### config.mk
export PLATFORM = sky130hd
export DESIGN_NAME = hdlc_tx_framer
export DESIGN_NICKNAME = d
export VERILOG_FILES = /design/src/rtl/hdlc_tx_pkg.sv /design/src/rtl/hdlc_tx_fifo.sv /design/src/rtl/hdlc_tx_fcs.sv /design/src/rtl/hdlc_tx_framer.sv
export SDC_FILE = /design/constraint.sdc
export NUM_CORES = 1
export LEC_CHECK = 0
export ABC_AREA = 1
export BUFFER_PORTS_ARGS = -buffer_cell sky130_fd_sc_hd__buf_2
export CAP_MARGIN = 20
export CELL_PAD_IN_SITES_DETAIL_PLACEMENT = 0
export CELL_PAD_IN_SITES_GLOBAL_PLACEMENT = 1
export CORE_AREA = 8 8 199 125
export DETAILED_ROUTE_END_ITERATION = 12
export DIE_AREA = 0 0 207 133
export PLACE_DENSITY_LB_ADDON = 0.1
export SLEW_MARGIN = 20
export SYNTH_ARGS = -nofsm -noshare
export SYNTH_HDL_FRONTEND = slang
export SYNTH_SLANG_ARGS = --single-unit
### constraint.sdc
create_clock -name clk -period 3.7 [get_ports clk]
set_input_delay 0.555 -clock clk [delete_from_list [all_inputs] [get_ports clk]]
set_output_delay 0.555 -clock clk [all_outputs]
set_load 0.005 [all_outputs]
### src/rtl/hdlc_tx_pkg.sv
package hdlc_tx_pkg;
  localparam int BYTE_W = 8;
  localparam int FCS_W = 16;
  localparam int CNT_W = 4;
  localparam int RUN_W = 3;
  localparam int RUN_MAX = 5;
  localparam logic [BYTE_W-1:0] FLAG_PAT = 8'h7E;
  localparam logic [FCS_W-1:0] FCS_POLY = 16'h1021;
  localparam logic [FCS_W-1:0] FCS_PRESET = 16'hFFFF;

  typedef enum logic [2:0] {
    ST_FILL, ST_OPEN, ST_DATA, ST_FCS, ST_CLOSE, ST_ABORT
  } tx_state_e;

  typedef struct packed {
    logic             abort;
    logic             eof;
    logic [BYTE_W-1:0] data;
  } q_entry_t;

  function automatic logic [FCS_W-1:0] fcs_step(input logic [FCS_W-1:0] cur,
                                                input logic din);
    logic fb;
    fb = cur[FCS_W-1] ^ din;
    return {cur[FCS_W-2:0], 1'b0} ^ ({FCS_W{fb}} & FCS_POLY);
  endfunction

  function automatic logic flag_bit(input logic [2:0] idx);
    return FLAG_PAT[idx];
  endfunction
endpackage

### src/rtl/hdlc_tx_fifo.sv
module hdlc_tx_fifo import hdlc_tx_pkg::*; #(
  parameter int DEPTH = 19,
  localparam int LVL_W = $clog2(DEPTH + 1),
  localparam int PTR_W = (DEPTH > 1) ? $clog2(DEPTH) : 1
) (
  input  logic             clk,
  input  logic             rst_n,
  input  logic             push,
  input  q_entry_t         push_entry,
  input  logic             pop,
  output q_entry_t         head,
  output logic [LVL_W-1:0] level,
  output logic             full,
  output logic             empty
);
  localparam logic [PTR_W-1:0] LAST_PTR = PTR_W'(DEPTH - 1);
  localparam logic [LVL_W-1:0] FULL_LVL = LVL_W'(DEPTH);

  q_entry_t         mem [DEPTH];
  logic [PTR_W-1:0] rd_ptr, wr_ptr;
  logic             do_push, do_pop;

  function automatic logic [PTR_W-1:0] ptr_inc(input logic [PTR_W-1:0] p);
    return (p == LAST_PTR) ? '0 : p + PTR_W'(1);
  endfunction

  assign full    = (level == FULL_LVL);
  assign empty   = (level == '0);
  assign do_push = push && !full;
  assign do_pop  = pop && !empty;
  assign head    = mem[rd_ptr];

  always_ff @(posedge clk) begin
    if (do_push) mem[wr_ptr] <= push_entry;
  end

  always_ff @(posedge clk or negedge rst_n) begin
    if (!rst_n) begin
      rd_ptr <= '0;
      wr_ptr <= '0;
      level  <= '0;
    end else begin
      if (do_push) wr_ptr <= ptr_inc(wr_ptr);
      if (do_pop)  rd_ptr <= ptr_inc(rd_ptr);
      case ({do_push, do_pop})
        2'b10:   level <= level + LVL_W'(1);
        2'b01:   level <= level - LVL_W'(1);
        default: level <= level;
      endcase
    end
  end
endmodule

### src/rtl/hdlc_tx_fcs.sv
module hdlc_tx_fcs import hdlc_tx_pkg::*; (
  input  logic             clk,
  input  logic             rst_n,
  input  logic             preset,
  input  logic             shift,
  input  logic             din,
  output logic [FCS_W-1:0] fcs_q
);
  always_ff @(posedge clk or negedge rst_n) begin
    if (!rst_n)      fcs_q <= FCS_PRESET;
    else if (preset) fcs_q <= FCS_PRESET;
    else if (shift)  fcs_q <= fcs_step(fcs_q, din);
  end
endmodule

### src/rtl/hdlc_tx_framer.sv
module hdlc_tx_framer import hdlc_tx_pkg::*; #(
  parameter int FIFO_DEPTH = 19,
  localparam int LVL_W = $clog2(FIFO_DEPTH + 1)
) (
  input  logic              clk,
  input  logic              rst_n,
  input  logic              wr_en,
  input  logic [BYTE_W-1:0] wr_data,
  input  logic              wr_eof,
  input  logic              wr_abort,
  input  logic              tx_enable,
  input  logic              flag_fill,
  input  logic              bit_en,
  output logic              tx_data,
  output logic [LVL_W-1:0]  fifo_level,
  output logic              fifo_full,
  output logic              fifo_empty,
  output logic              underrun
);
  localparam logic [CNT_W-1:0] BYTE_LAST = CNT_W'(BYTE_W - 1);
  localparam logic [CNT_W-1:0] FCS_LAST  = CNT_W'(FCS_W - 1);
  localparam logic [RUN_W-1:0] RUN_LIM   = RUN_W'(RUN_MAX);

  tx_state_e         st;
  logic [CNT_W-1:0]  cnt;
  logic [BYTE_W-1:0] shreg;
  logic              cur_eof;
  logic              first_done;
  logic [RUN_W-1:0]  ones;
  logic              fill_q;
  logic              underrun_q;
  q_entry_t          head;
  q_entry_t          wr_entry;
  logic [FCS_W-1:0]  fcs_q;

  // Named events shared by the datapath and the checker
  logic stuff_now, emit_bit, body_bit, byte_end_8, fill_end;
  logic frame_start, go_open, data_byte_end, next_is_abort;
  logic abort_start, pop, fcs_shift;

  assign wr_entry = '{abort: wr_abort, eof: wr_eof, data: wr_data};

  hdlc_tx_fifo #(.DEPTH(FIFO_DEPTH)) u_fifo (
    .clk        (clk),
    .rst_n      (rst_n),
    .push       (wr_en),
    .push_entry (wr_entry),
    .pop        (pop),
    .head       (head),
    .level      (fifo_level),
    .full       (fifo_full),
    .empty      (fifo_empty)
  );

  hdlc_tx_fcs u_fcs (
    .clk    (clk),
    .rst_n  (rst_n),
    .preset (frame_start),
    .shift  (fcs_shift),
    .din    (emit_bit),
    .fcs_q  (fcs_q)
  );

  assign stuff_now = bit_en && (ones == RUN_LIM) &&
                     ((st == ST_DATA) || (st == ST_FCS) ||
                      (((st == ST_CLOSE) || (st == ST_ABORT)) && (cnt == '0)));
  assign byte_end_8    = bit_en && !stuff_now && (cnt == BYTE_LAST);
  assign fill_end      = byte_end_8 && (st == ST_FILL);
  assign frame_start   = (fill_end && tx_enable && !fifo_empty && fill_q) ||
                         (byte_end_8 && (st == ST_OPEN));
  assign go_open       = fill_end && tx_enable && !fifo_empty && !fill_q;
  assign data_byte_end = byte_end_8 && (st == ST_DATA);
  assign next_is_abort = head.abort && first_done;
  assign abort_start   = data_byte_end && !cur_eof && (fifo_empty || next_is_abort);
  assign pop           = frame_start || (data_byte_end && !cur_eof && !fifo_empty);
  assign body_bit      = bit_en && ((st == ST_DATA) || (st == ST_FCS));
  assign fcs_shift     = bit_en && !stuff_now && (st == ST_DATA);

  always_comb begin
    if (stuff_now) emit_bit = 1'b0;
    else begin
      unique case (st)
        ST_FILL:  emit_bit = fill_q ? flag_bit(cnt[2:0]) : 1'b1;
        ST_OPEN,
        ST_CLOSE: emit_bit = flag_bit(cnt[2:0]);
        ST_DATA:  emit_bit = shreg[cnt[2:0]];
        ST_FCS:   emit_bit = ~fcs_q[FCS_LAST - cnt];
        ST_ABORT: emit_bit = (cnt != '0);
        default:  emit_bit = 1'b1;
      endcase
    end
  end

  always_ff @(posedge clk or negedge rst_n) begin
    if (!rst_n) begin
      st         <= ST_FILL;
      cnt        <= '0;
      shreg      <= '0;
      cur_eof    <= 1'b0;
      first_done <= 1'b0;
      ones       <= '0;
      fill_q     <= 1'b0;
      tx_data    <= 1'b1;
    end else if (bit_en) begin
      tx_data <= emit_bit;
      if (stuff_now) begin
        ones <= '0;
      end else begin
        cnt <= cnt + CNT_W'(1);
        if ((st == ST_DATA) || (st == ST_FCS))
          ones <= emit_bit ? ones + RUN_W'(1) : '0;
        if (frame_start) begin
          st         <= ST_DATA;
          cnt        <= '0;
          shreg      <= head.data;
          cur_eof    <= head.eof;
          first_done <= 1'b0;
          ones       <= '0;
        end
        unique case (st)
          ST_FILL: if (cnt == BYTE_LAST) begin
            cnt    <= '0;
            fill_q <= tx_enable && flag_fill;
            if (go_open) st <= ST_OPEN;
          end
          ST_DATA: if (cnt == BYTE_LAST) begin
            cnt        <= '0;
            first_done <= 1'b1;
            if (cur_eof)          st <= ST_FCS;
            else if (abort_start) st <= ST_ABORT;
            else begin
              shreg   <= head.data;
              cur_eof <= head.eof;
            end
          end
          ST_FCS: if (cnt == FCS_LAST) begin
            cnt <= '0;
            st  <= ST_CLOSE;
          end
          ST_CLOSE, ST_ABORT: if (cnt == BYTE_LAST) begin
            cnt    <= '0;
            st     <= ST_FILL;
            fill_q <= tx_enable && flag_fill;
          end
          default: ;
        endcase
      end
    end
  end

  always_ff @(posedge clk or negedge rst_n) begin
    if (!rst_n)                          underrun_q <= 1'b0;
    else if (frame_start)                underrun_q <= 1'b0;
    else if (abort_start && fifo_empty)  underrun_q <= 1'b1;
  end

  assign underrun = underrun_q;
endmodule

**After elaboration in Yosys (flattened, before gate mapping)**

Memories as Yosys holds them, arrays and structs flattened.
Index checks and enable logic that the tools add are counted.

- Register bits after elaboration: 54
- Bits in read-only memories: 8
- Logic and storage cells: 135
- Output and inout port bits: 9
- Memory bits (writable): 190
- Input port bits: 16
- Memories kept: 2

Memories:

| memory | depth | bits a word | read ports | clocked after memory_dff | write ports | RTL line | source |
|---|---|---|---|---|---|---|---|
| u_fifo.mem | 19 | 10 | 1 | 0 | 1 | hdlc_tx_fifo.sv:19 | `q_entry_t mem [DEPTH];` |
| (name not given) | 8 | 1 | 1 | 0 | 0 | hdlc_tx_pkg.sv:29 | `return FLAG_PAT[idx];` |

- Equal/unequal tests: 13
- Reductions and logical operators: 47
- Add/subtract/negate cells: 7
- Bitwise gates (word level): 4
- Muxes and demuxes: 47
- Magnitude comparators: 2

Operators by type and width:

| cell | number |
|---|---|
| 8-bit two-way mux | 5 |
| 3-bit two-way mux | 12 |
| 16-bit two-way mux | 2 |
| 1-bit logical AND | 21 |
| 1-bit two-way mux | 17 |
| 16-bit by 13-bit XOR with 16-bit output | 1 |
| 5-bit by 1-bit adder with 5-bit output (second input constant) | 3 |
| 5-bit == test (second input constant) | 3 |
| 4-bit two-way mux | 3 |
| 3-bit one-hot mux with 4 select lines | 1 |
| 5-bit two-way mux | 2 |
| 5-bit one-hot mux with 2 select lines | 1 |
| 3-bit == test (second input constant) | 3 |
| 4-bit one-hot mux with 2 select lines | 1 |
| 3-bit by 2-bit == test with 1-bit output (second input constant) | 2 |
| 1-bit logical OR | 6 |
| 2-bit nonzero test | 3 |
| 1-bit logical NOT | 5 |
| 5-bit logical NOT | 1 |
| 4-bit by 5-bit less-than comparator with 1-bit output (second input constant) | 1 |
| 1-bit one-hot mux with 5 select lines | 1 |
| 5-bit by 1-bit subtractor with 5-bit output (second input constant) | 1 |
| 4-bit by 1-bit adder with 4-bit output (second input constant) | 1 |
| 1-bit binary-select mux with 4-bit select | 1 |
| other kinds (20) | 23 |

**Depth between registers and ports, before layout**

- Depth in word-level cells: 18
- Gate-level depth with buffers: 22
- Depth with buffers taken out: 22

**Hierarchy**

Synthesis repeated with hierarchy kept, for this count alone.

- Cell total of the unflattened synthesis: 1229
- Area, all modules: 11592.4 um^2

By module, submodules not included:

| module | area an instance (um^2) | instances | cells an instance | seq. area each (um^2) |
|---|---|---|---|---|
| hdlc_tx_fifo | 9170.0 | 1 | 918 | 6080.8 |
| hdlc_tx_framer | 1677.9 | 1 | 244 | 576.8 |
| hdlc_tx_fcs | 744.5 | 1 | 67 | 420.4 |

**Worst setup path after synthesis**

OpenSTA, ideal clock, no wires.

- Path kind: flip-flop to flip-flop
- From: reg cnt[1]
- To: reg u_fifo.level[4]
- Path slack: 891 ps
- Stages on the path, launching flop included: 22
- Path buffers: 1
- Library setup time: 79 ps
- Data required time: 3621 ps
- Data arrival time: 2729 ps
- Clock period less this slack: 2809 ps
- Cells stage by stage: dfrtp_1 -> buf_2 -> inv_1 -> ha_1 -> nand4_2 -> nand2_2 -> nand2_4 -> nand2_4 -> nor2_4 -> nand2_4 -> a21oi_4 -> ha_1 -> inv_1 -> fa_1 -> inv_1 -> a21oi_1 -> nor2_1 -> nor2_1 -> nand2_1 -> nand2_1 -> nor2_1 -> xor2_1

- Cells in the longest elaborated chain, start to end: 16
- Elaborated cells on any way between the ends: 23
- Classes of those cells: 3 x eq/ne; 1 x mux; 19 x reduce/logical

Ends and longest elaborated chain:

| element | RTL line | source |
|---|---|---|
| start, declared | hdlc_tx_framer.sv:25 | `logic [CNT_W-1:0] cnt;` |
| start signal, assigned | hdlc_tx_framer.sv:109 | `cnt <= cnt + CNT_W'(1);` |
| 4-bit logical NOT | hdlc_tx_framer.sv:66 | `(((st == ST_CLOSE) \|\| (st == ST_ABORT)) && (cnt == '0)));` |
| 1-bit logical AND | hdlc_tx_framer.sv:66 |  |
| 1-bit logical OR | hdlc_tx_framer.sv:65 | `((st == ST_DATA) \|\| (st == ST_FCS) \|\|` |
| 1-bit logical AND | hdlc_tx_framer.sv:64 | `assign stuff_now = bit_en && (ones == RUN_LIM) &&` |
| 1-bit logical NOT | hdlc_tx_framer.sv:67 | `assign byte_end_8 = bit_en && !stuff_now && (cnt == BYTE_LAST);` |
| 1-bit logical AND | hdlc_tx_framer.sv:67 |  |
| 1-bit logical AND (*) | hdlc_tx_framer.sv:67 |  |
| 1-bit logical AND | hdlc_tx_framer.sv:68 | `assign fill_end = byte_end_8 && (st == ST_FILL);` |
| 1-bit logical AND (3 in a row) | hdlc_tx_framer.sv:69 | `assign frame_start = (fill_end && tx_enable && !fifo_empty && fill_q) \|\|` |
| 1-bit logical OR | hdlc_tx_framer.sv:69 |  |
| 1-bit logical OR (*) | hdlc_tx_framer.sv:75 | `assign pop = frame_start \|\| (data_byte_end && !cur_eof && !fifo_empty);` |
| 1-bit logical AND (*) | hdlc_tx_fifo.sv:30 | `assign do_pop = pop && !empty;` |
| named net u_fifo.do_pop | hdlc_tx_fifo.sv:21 | `logic do_push, do_pop;` |
| 2-bit by 1-bit == test with 1-bit output or 2-bit == test (tied branches) | hdlc_tx_fifo.sv:45 | `case ({do_push, do_pop})` |
| 5-bit one-hot mux with 2 select lines or 2-bit nonzero test (tied branches) | n/a |  |
| end signal, assigned | hdlc_tx_fifo.sv:46 | `2'b10: level <= level + LVL_W'(1);` |
| end signal, assigned | hdlc_tx_fifo.sv:47 | `2'b01: level <= level - LVL_W'(1);` |
| end signal, assigned | hdlc_tx_fifo.sv:48 | `default: level <= level;` |
| end, declared | hdlc_tx_fifo.sv:12 | `output logic [LVL_W-1:0] level,` |

The timed path passes the listed nets; every way through them passes the cells marked *.
A chain may end at the register's enable or synchronous reset.

**Worst setup path in the final report**

Same ends and word-level chain as after synthesis.

==> reports/qor.yml <==
status: "complete, no violations"
finalHoldWorstSlack_ns: 0.0707
synth_flop_cell: "edfxtp_1"
p_per_area_nw_per_um2: 739
antenna_found_initial: 0
yosysTopAreaCell: "edfxtp_1"
finalSetupViolCount: 0
crit_type: "register to register"
end_kind: "register"
hp-class: "primary input to async pin"
post-dp-hpwl_mm: 16.9
tightest_slew_ns: 0.738
clk_pin_slew_ns: 0.07
initial_core_util: 0.495
ctsResizeCount: 0
grt_max_degree: 62
numPortBuffers: 24
wl_per_cell_um: 19.0
skew_ns: 0.0148
max_freq_mhz: 298
clock_latency_ns: 0.52
rr_endpoint: "u_fifo.level[4]"
postCtsHoldBufs: 0
synth_edf_count: 190
max-slew-margin-rel: 0.507
io-pin-count: 25
chipWidth_um: 207
grt_overflow: 0
h-tree-depth: 1
timing.rr.start: "cnt[1]"
power_leakage_nw: 4.72
post_cts_buffers: 0
first_global_vias: 6816
netlist-cell-type-count: 40
ir_drop_mv: 0.416
core_area_sq_um: 21800
worstSetupStartpointType: "register"
drv_slew: 0
dieHeight_um: 133
synth_commonest_cells: "190 x edfxtp_1, 158 x nand2_1, 124 x nor2_1"
cts_root_buffer: "clkbuf_16"
crit_start: "cnt[1]"
die_area_sq_um: 27500
maxCapViolCount: 0
cp_slowest_cell: "dfrtp_1"
wirelength_mm: 25.3
numCtsBuffers: 24
route.antenna.remaining_nets: 0
period_share: 0.907
cp_cell_sequence: "inv_1 > ha_1 > nand4_2 > nand2_2 > nand2_4 > nand2_4 > nor2_4 > nand2_4 > a21oi_4 > ha_1 > inv_1 > fa_1 > inv_1 > a21oi_1 > nor2_1 > nor2_1 > nand2_1 > nand2_1 > nor2_1 > xor2_1"
synth_top_area_share: 0.530
viasPerCell: 5.42
synth_nets: 1023
initialDrtViolationCount: 657
gp_congestion: 0.847
ys_async_sr_fraction: 0.221
n_antenna_cell: 0
rrSetupSlack_ns: 0.34
avgSynthCellArea_sq_um: 10.8
finalCriticalPeriod_ns: 3.36
yosysMostFrequentCell: "edfxtp_1"
nFillCells: 1893
drt_first_pass_iters: 5
worstRegToRegCells: 20
rsz0062_at_grt: "false"
synth_warnings: 0
endpoint: "u_fifo.level[4]"
syn_to_final_growth_pct: 11.8
grt.total_usage: 0.185
ys_seq_area_frac: 0.658
route.detailed.drc: 0
max_stage_delay_ns: 0.52
hold_viol: 0
layout-drive-gt1-share: 0.142
syn-cell-area_sq_um: 10800
final_nets: 1062
via_count: 7226
grt_pass1_wl_mm: 40.5
tns_ns: 0
ys_top_cells_by_area: "edfxtp_1 53%, dfrtp_1 8.6%, nand2_1 5.5%"
worstPathArrival_ns: 3.80
cts.sinks: 244
cts.path.max_buffers: 3
syn_inst: 992
row_count: 42
tritoncts: "done"
yosys_register_bits: 244
crit_fanout: 10
required_ns: 4.14
multi_input_area_sq_um: 3150
seq_area_sq_um: 7080
[worst max-delay path, delay by kind of cell, from the launching register on]
kind,cells,cell delay (ns)
simple gates,11,0.96
fa+ha+maj,3,0.92
flops,1,0.52
buf+inv,3,0.38
compound gates,2,0.34
xor+xnor,1,0.16
[area by class of cell]
type,instances,share of cell area
Timing Repair Buffer,57,0.0316
Inverter,89,0.0278
Multi-Input combinational cell,615,0.262
Tap cell,286,0.0297
Clock inverter,14,0.00717
Sequential cell,244,0.588
Clock buffer,29,0.0532
[flip-flops by register name, indices dropped and copies added (netlist names)]
| register | cells |
|---|---|
| u_fifo.level | 5 |
| underrun | 1 |
| u_fifo.mem | 190 |
| u_fcs.fcs_q | 16 |
| u_fifo.wr_ptr | 5 |
| st | 3 |
| fill_q | 1 |
| u_fifo.rd_ptr | 5 |
| tx_data | 1 |
| cur_eof | 1 |
| ones | 3 |
| first_done | 1 |
| cnt | 4 |
| shreg | 8 |
[worst min-delay path by stage]
| stage | end | slack (ns) | depth (start not counted) |
|---|---|---|---|
| final | ones[1] | 0.07 | 1 |
| after global routing | ones[1] | 0.12 | 1 |
| after CTS | ones[1] | 0.1 | 1 |
| after detailed placement | cur_eof | 0.47 | 2 |
| after global placement | cur_eof | 0.46 | 2 |
| after floorplan | cnt[0] | 0.26 | 0 |
[routing by layer]
layer,vias to the layer above,wire [um],GRT usage
li1,3539,-,-
met2,183,9600,0.238
met3,31,1520,0.0328
met4,0,342,0.0352
met1,3473,13900,0.311
met5,-,0,0
[stage by stage]
stage / total power, mW / worst slack, ns / area [sq um] / std cells / utilization
global placement: 6.65 / 0.408 / 11300 / 1291 / 0.520
CTS: 8.96 / 0.372 / 12000 / 1334 / 0.553
finish: 8.89 / 0.343 / 12000 / 1334 / 0.553
floorplan: 5.70 / 0.891 / 10800 / 992 / -
detailed placement: 6.65 / 0.404 / 11300 / 1291 / 0.520
global route: 9.49 / 0.0426 / 12000 / 1334 / 0.553
[cells by family (layout without fill, tap and decap cells)]
group,after synthesis,count (layout),share of synthesized area
compound gates,208,208,0.114
xor+xnor,7,7,0.00570
fa+ha+maj,15,15,0.0181
buf+inv,133,189,0.0495
flops,244,244,0.658
simple gates,385,385,0.155
[cells in the final DEF, fill, tap and decap left out, types with 15 or more instances in the layout]
| master | n |
|---|---|
| dfstp_2 | 17 |
| o21ai_0 | 98 |
| dfrtp_1 | 35 |
| buf_4 | 32 |
| nand2_1 | 158 |
| nand2_2 | 15 |
| clkbuf_16 | 25 |
| inv_1 | 83 |
| nand3_1 | 60 |
| edfxtp_1 | 190 |
| o22ai_1 | 25 |
| nor2_1 | 124 |
| buf_2 | 24 |
| a22oi_1 | 15 |
| a21oi_1 | 35 |
[where the power goes]
part           leakage, nW  switching [mW]  total [mW]  internal [mW]
registers             2.34           0.238        3.63           3.39
logic                 2.03            2.02        2.96          0.943
clock network        0.353            1.01        2.30           1.29
total                 4.72            3.27        8.89           5.63
No activity file was read; power rests on OpenSTA's default activity.
